===== config.mk =====
export PLATFORM = sky130hd
export DESIGN_NAME = yc422_demux
export DESIGN_NICKNAME = d
export VERILOG_FILES = /design/src/rtl/yc422_pkg.sv /design/src/rtl/yc422_sync_front.sv /design/src/rtl/yc422_phase_track.sv /design/src/rtl/yc422_group_build.sv /design/src/rtl/yc422_demux.sv
export SDC_FILE = /design/constraint.sdc
export NUM_CORES = 1
export LEC_CHECK = 0
export ABC_AREA = 1
export BUFFER_PORTS_ARGS = -buffer_cell sky130_fd_sc_hd__buf_4
export CAP_MARGIN = 40
export CORE_UTILIZATION = 57
export CTS_CLUSTER_SIZE = 12
export DETAILED_ROUTE_END_ITERATION = 12
export PLACE_DENSITY = 0.82
export SYNTH_ARGS = -nofsm -noshare
export SYNTH_HDL_FRONTEND = slang
export SYNTH_SLANG_ARGS = --single-unit

===== constraint.sdc =====
create_clock -name clk -period 1.95 [get_ports clk]
set_input_delay 0 -clock clk [delete_from_list [all_inputs] [get_ports clk]]
set_output_delay 0 -clock clk [all_outputs]
set_load 0.03 [all_outputs]

===== src/rtl/yc422_pkg.sv =====
package yc422_pkg;

   // Role of one byte inside a four-byte 4:2:2 group.
   typedef enum logic [1:0] {
      ROLE_CHROMA_A = 2'd0,
      ROLE_LUMA_A   = 2'd1,
      ROLE_CHROMA_B = 2'd2,
      ROLE_LUMA_B   = 2'd3
   } role_e;

   localparam int unsigned GROUP_BYTES = 4;
   localparam int unsigned SLOT_W      = $clog2(GROUP_BYTES);

   // A slipped stream puts every role one slot later than nominal.
   function automatic role_e slot_to_role(input logic [SLOT_W-1:0] slot,
                                          input logic              slip);
      logic [SLOT_W-1:0] eff;
      eff = slip ? SLOT_W'(slot - 1'b1) : slot;
      return role_e'(eff);
   endfunction

endpackage


===== src/rtl/yc422_sync_front.sv =====
module yc422_sync_front #(
   parameter int unsigned DATA_W = 8,
   parameter int unsigned STAGES = 1
) (
   input  logic              clk,
   input  logic              rst,
   input  logic [DATA_W-1:0] byte_i,
   input  logic              line_sync_n,
   output logic [DATA_W-1:0] byte_q,
   output logic              sync_fall
);

   logic sync_last;
   logic sync_prev;

   generate
      if (STAGES < 1 || STAGES > 4) begin : g_bad_stages
         $error("yc422_sync_front: STAGES must be 1 to 4");
      end

      // Data and sync travel through the same number of registers so they stay aligned.
      for (genvar i = 0; i < STAGES; i++) begin : g_stage
         logic [DATA_W-1:0] d_r;
         logic              s_r;
         if (i == 0) begin : g_head
            always_ff @(posedge clk) begin
               if (rst) begin
                  d_r <= '0;
                  s_r <= 1'b1;
               end else begin
                  d_r <= byte_i;
                  s_r <= line_sync_n;
               end
            end
         end else begin : g_tail
            always_ff @(posedge clk) begin
               if (rst) begin
                  d_r <= '0;
                  s_r <= 1'b1;
               end else begin
                  d_r <= g_stage[i-1].d_r;
                  s_r <= g_stage[i-1].s_r;
               end
            end
         end
      end
   endgenerate

   assign byte_q    = g_stage[STAGES-1].d_r;
   assign sync_last = g_stage[STAGES-1].s_r;

   always_ff @(posedge clk) begin
      if (rst) sync_prev <= 1'b1;
      else     sync_prev <= sync_last;
   end

   assign sync_fall = sync_prev & ~sync_last;

   // a falling edge needs a high sample before it, so two in a row cannot occur.
   a_r7_single_fall: assert property (@(posedge clk) disable iff (rst)
      sync_fall |=> !sync_fall);

endmodule


===== src/rtl/yc422_phase_track.sv =====
module yc422_phase_track
   import yc422_pkg::*;
(
   input  logic  clk,
   input  logic  rst,
   input  logic  line_start,
   input  logic  luma_slip,
   output role_e role_o
);

   logic [SLOT_W-1:0] cnt_q;
   logic [SLOT_W-1:0] slot;

   assign slot = line_start ? '0 : cnt_q;

   always_ff @(posedge clk) begin
      if (rst) cnt_q <= '0;
      else     cnt_q <= SLOT_W'(slot + 1'b1);
   end

   assign role_o = slot_to_role(slot, luma_slip);

   // the byte at a sync edge is slot 0, so the counter then holds 1.
   a_r7_restart: assert property (@(posedge clk) disable iff (rst)
      line_start |=> (cnt_q == SLOT_W'(1)));

   // without a sync edge the slot count advances by one per byte.
   a_r2_advance: assert property (@(posedge clk) disable iff (rst)
      !line_start |=> (cnt_q == SLOT_W'($past(cnt_q) + 1'b1)));

endmodule


===== src/rtl/yc422_group_build.sv =====
module yc422_group_build
   import yc422_pkg::*;
#(
   parameter int unsigned DATA_W = 8
) (
   input  logic              clk,
   input  logic              rst,
   input  logic [DATA_W-1:0] byte_q,
   input  role_e             role_i,
   input  logic              line_start,
   input  logic              chroma_swap,
   output logic [DATA_W-1:0] y_o,
   output logic [DATA_W-1:0] cb_o,
   output logic [DATA_W-1:0] cr_o,
   output logic              valid_o
);

   localparam logic [2:0] HAVE_ALL = 3'b111;

   logic [DATA_W-1:0] chroma_a_q;
   logic [DATA_W-1:0] chroma_b_q;
   logic [DATA_W-1:0] luma_a_q;
   logic [DATA_W-1:0] luma_b_q;
   logic [2:0]        have_q;
   logic [2:0]        have_base;
   logic [2:0]        have_n;
   logic              locked_q;
   logic              locked_now;
   logic              pend_q;
   logic              emit;
   logic [DATA_W-1:0] cb_sel;
   logic [DATA_W-1:0] cr_sel;

   assign locked_now = locked_q | line_start;
   assign have_base  = line_start ? 3'b000 : have_q;
   assign emit       = locked_now && (role_i == ROLE_LUMA_B) && (have_base == HAVE_ALL);
   assign cb_sel     = chroma_swap ? chroma_b_q : chroma_a_q;
   assign cr_sel     = chroma_swap ? chroma_a_q : chroma_b_q;

   always_comb begin
      have_n = have_base;
      unique case (role_i)
         ROLE_CHROMA_A: have_n = 3'b001;
         ROLE_LUMA_A:   have_n = have_base | 3'b010;
         ROLE_CHROMA_B: have_n = have_base | 3'b100;
         ROLE_LUMA_B:   have_n = 3'b000;
      endcase
      if (!locked_now) have_n = 3'b000;
   end

   // Sample holding registers.
   always_ff @(posedge clk) begin
      if (rst) begin
         chroma_a_q <= '0;
         chroma_b_q <= '0;
         luma_a_q   <= '0;
         have_q     <= '0;
         locked_q   <= 1'b0;
      end else begin
         have_q   <= have_n;
         locked_q <= locked_now;
         unique case (role_i)
            ROLE_CHROMA_A: chroma_a_q <= byte_q;
            ROLE_LUMA_A:   luma_a_q   <= byte_q;
            ROLE_CHROMA_B: chroma_b_q <= byte_q;
            ROLE_LUMA_B:   ;
         endcase
      end
   end

   // Output stage: first luma at the group's last byte, second luma one clock later.
   always_ff @(posedge clk) begin
      if (rst) begin
         y_o      <= '0;
         cb_o     <= '0;
         cr_o     <= '0;
         valid_o  <= 1'b0;
         luma_b_q <= '0;
         pend_q   <= 1'b0;
      end else if (emit) begin
         y_o      <= luma_a_q;
         cb_o     <= cb_sel;
         cr_o     <= cr_sel;
         luma_b_q <= byte_q;
         pend_q   <= 1'b1;
         valid_o  <= 1'b1;
      end else if (pend_q) begin
         y_o      <= luma_b_q;
         pend_q   <= 1'b0;
         valid_o  <= 1'b1;
      end else begin
         valid_o  <= 1'b0;
      end
   end

   // a strobe that starts carries a second one right behind it.
   a_r6_pair: assert property (@(posedge clk) disable iff (rst)
      $rose(valid_o) |=> valid_o);

   // never three strobes in a row.
   a_r6_no_triple: assert property (@(posedge clk) disable iff (rst)
      (valid_o && $past(valid_o)) |=> !valid_o);

   // both luma samples of a group share one chroma pair.
   a_r6_shared_chroma: assert property (@(posedge clk) disable iff (rst)
      (valid_o && $past(valid_o)) |-> ($stable(cb_o) && $stable(cr_o)));

   // outputs hold while no strobe is present.
   a_r9_hold: assert property (@(posedge clk) disable iff (rst)
      !valid_o |-> ($stable(y_o) && $stable(cb_o) && $stable(cr_o)));

   // nothing leaves the block before the first sync edge.
   a_r8_lock: assert property (@(posedge clk) disable iff (rst)
      !locked_q |-> !valid_o);

endmodule


===== src/rtl/yc422_demux.sv =====
module yc422_demux
   import yc422_pkg::*;
#(
   parameter int unsigned DATA_W      = 8,
   parameter int unsigned SYNC_STAGES = 1
) (
   input  logic              clk,
   input  logic              rst,
   input  logic [DATA_W-1:0] byte_i,
   input  logic              line_sync_n,
   input  logic              chroma_swap,
   input  logic              luma_slip,
   output logic [DATA_W-1:0] y_o,
   output logic [DATA_W-1:0] cb_o,
   output logic [DATA_W-1:0] cr_o,
   output logic              valid_o
);

   generate
      if (DATA_W < 2) begin : g_bad_width
         $error("yc422_demux: DATA_W must be at least 2");
      end
   endgenerate

   logic [DATA_W-1:0] byte_q;
   logic              sync_fall;
   role_e             role;

   yc422_sync_front #(
      .DATA_W (DATA_W),
      .STAGES (SYNC_STAGES)
   ) u_front (
      .clk         (clk),
      .rst         (rst),
      .byte_i      (byte_i),
      .line_sync_n (line_sync_n),
      .byte_q      (byte_q),
      .sync_fall   (sync_fall)
   );

   yc422_phase_track u_phase (
      .clk        (clk),
      .rst        (rst),
      .line_start (sync_fall),
      .luma_slip  (luma_slip),
      .role_o     (role)
   );

   yc422_group_build #(
      .DATA_W (DATA_W)
   ) u_build (
      .clk         (clk),
      .rst         (rst),
      .byte_q      (byte_q),
      .role_i      (role),
      .line_start  (sync_fall),
      .chroma_swap (chroma_swap),
      .y_o         (y_o),
      .cb_o        (cb_o),
      .cr_o        (cr_o),
      .valid_o     (valid_o)
   );

endmodule


==> flow_metrics.tcl <==
set metrics [dict create \
    fmax_mhz 623 \
    grt_usage 0.252 \
    cp-end-kind "register" \
    numClockSinks 74 \
    holdWs_ns 0.187 \
    setup_tns_ns 0 \
    dr.pass1.iters 4 \
    drcViolationCount 0 \
    wl_mm 6.07 \
    synthToLayoutAreaGrowth_pct 20.9 \
    die_area_um2 5520 \
    crit_fanout 40 \
    htreeDepth 3 \
    crit_end "u_build.y_o[2]$_SDFFE_PP0P_" \
    core_area_um2 4880 \
    clockBufferDepth 2 \
    synth-seq-cells 74 \
    num_vias 2529 \
    ios 38 \
    reg2reg_from "u_front.g_stage[0].s_r$_SDFF_PP1_" \
    drv_cap 0 \
    synth_area_um2 2980 \
    rrSetupSlack_ns 0.35 \
    syn-num-nets 388 \
    grt_max_degree 41 \
    fillers 394 \
    io_buffers 37 \
    via_per_inst 5.08 \
    path_class "register to register" \
    seq_area_frac_synth 0.498 \
    numCtsBuffers 9 \
    layout.cells.most_common "dfxtp_1" \
    status "finished clean" \
    hold_viol_final 0 \
    startpoint "u_front.g_stage[0].s_r$_SDFF_PP1_" \
    cp.arrival_ns 1.85 \
    post-route-period-util 0.823 \
    floorplan.initialDensity 0.610 \
    synth_top_area_cell "dfxtp_1" \
    min_period_ns 1.60 \
    leakage_nw 1.62 \
    register_area_um2 1480 \
    die_w_um 74.3 \
    die_y_um 74.3 \
    netlist.area_leader.share 0.498 \
    drtAntennaViolNets 0 \
    cts_resized 0 \
    finalNetCount 439 \
    worstReg2RegEnd "u_build.y_o[2]$_SDFFE_PP0P_" \
    rsz0062_at_grt "false" \
    cts_tree "built" \
    hold_path_class "primary input to register" \
    drt_iter0_markers 157 \
    grt_pass1_vias 2290 \
    routabilityCongestion 0.849 \
    drv_slew 0 \
    dp_hpwl_mm 4.10 \
    vdd_drop_max_mv 0.632 \
    grt_overflow 0 \
    multiInputGateArea_um2 1140 \
    syn_inst 375 \
    cp-start-kind "register" \
    ys_top_cells_by_area "dfxtp_1 (50%), o21ai_0 (8.4%), inv_1 (6.7%)" \
    clk_pin_slew_ns 0.07 \
    dp.cells 464 \
    pwr_density_cell_nw_per_um2 816 \
    ff2ff_path_depth 10 \
    insertedDiodeCount 0 \
    fin_cells 498 \
    yosys_warnings 0 \
    power_mw 2.94 \
    insertion_delay_ns 0.34 \
    rows 25 \
    root_buffer "clkbuf_8" \
    setup_viol_count_final 0 \
    max-slew-margin-rel 0.648 \
    worst-endpoint-required_ns 2.19 \
    drive_above_1_share 0.179 \
    tightest_slew_ns 0.522 \
    layout_common_cells "dfxtp_1 (74), inv_1 (53), o21ai_0 (50)" \
    grt_pass1_wl_mm 10.1 \
    syn_area_per_cell_um2 7.94 \
    ys_types 27 \
    skew_ns 0.00480 \
    drt-wirelength-per-cell_um 12.2 \
    antenna_found_initial 0 \
]
## cells by family (layout without fill, tap and decap cells)
kind of cell | Yosys count | in the layout | share of synthesized area
AND/OR/NAND/NOR | 129 | 129 | 0.216
AO/OA/AOI/OAI | 95 | 95 | 0.168
flip-flops | 74 | 74 | 0.498
buffers and inverters | 77 | 133 | 0.118
## flip-flops by register name, indices dropped and copies added, names as in the netlist
register	cells
u_build.cb_o	8
u_build.chroma_a_q	8
u_build.chroma_b_q	8
u_build.cr_o	8
u_build.have_q	3
u_build.locked_q	1
u_build.luma_a_q	8
u_build.luma_b_q	8
u_build.pend_q	1
u_build.valid_o	1
u_build.y_o	8
u_front.byte_q	8
u_front.g_stage.s_r	1
u_front.sync_prev	1
u_phase.cnt_q	2
## cell usage after synthesis (all sizes together)
master,instances
dfxtp,74
inv,57
o21ai,57
nand2,54
a21oi,36
nand3,36
nor2,30
clkbuf,12
buf,8
nand4,8
a211oi,1
o211ai,1
or2,1
## critical path, cell delays in order (launching register included)
cell,delay (ns)
dfxtp_1,0.34
inv_2,0.06
nand2_4,0.08
nand2_1,0.11
nor2_4,0.20
nand3_4,0.21
buf_12,0.24
nand3_1,0.08
nand3_1,0.08
nand2_1,0.06
inv_1,0.04
## how the worst min path moves through the flow
stage	startpoint	to	slack (ns)	cells after the start
3_3_place_gp	line_sync_n	u_front.g_stage[0].s_r$_SDFF_PP1_	0.20	2
3_5_place_dp	line_sync_n	u_front.g_stage[0].s_r$_SDFF_PP1_	0.20	2
2_1_floorplan	rst	u_build.pend_q$_SDFF_PP0_	0.09	1
4_1_cts	luma_slip	u_build.have_q[0]$_SDFF_PP0_	0.16	4
6_report	luma_slip	u_build.have_q[0]$_SDFF_PP0_	0.19	4
5_1_grt	luma_slip	u_build.have_q[0]$_SDFF_PP0_	0.22	4
## cell type report
class	instances	share of cell area
Multi-Input combinational cell	224	0.318
Inverter	57	0.0602
Clock buffer	13	0.0414
Tap cell	67	0.0233
Sequential cell	74	0.412
Clock inverter	3	0.00417
Timing Repair Buffer	60	0.141
## layer usage
layer | wire (um) | vias up | track usage
li1 | - | 1318 | -
met1 | 2690 | 1139 | 0.310
met2 | 2970 | 60 | 0.416
met3 | 278 | 12 | 0.0528
met4 | 126 | 0 | 0.132
met5 | 0 | - | 0
## power by group
| group | switching (mW) | internal [mW] | leakage, nW |
|---|---|---|---|
| combinational | 0.187 | 0.116 | 0.932 |
| clock | 0.514 | 0.492 | 0.0872 |
| sequential | 0.0452 | 1.58 | 0.604 |
## what timing repair did
| action | in CTS | in global routing |
|---|---|---|
| setup buffers | 0 | 0 |
| endpoints found under the setup margin | 0 | 0 |
| endpoints found under the hold margin | 12 | 0 |
| hold buffers | 18 | 0 |
## per-stage QoR
| step | setup slack (ns) | cell area, um2 | utilization |
|---|---|---|---|
| 2_1_floorplan | 0.593 | 2980 | - |
| 3_3_place_gp | 0.393 | 3250 | 0.667 |
| 3_5_place_dp | 0.356 | 3250 | 0.667 |
| 4_1_cts | 0.338 | 3600 | 0.737 |
| 5_1_grt | 0.172 | 3600 | 0.737 |
| 6_report | 0.345 | 3600 | 0.737 |
Power figures use the tool's default switching activity.
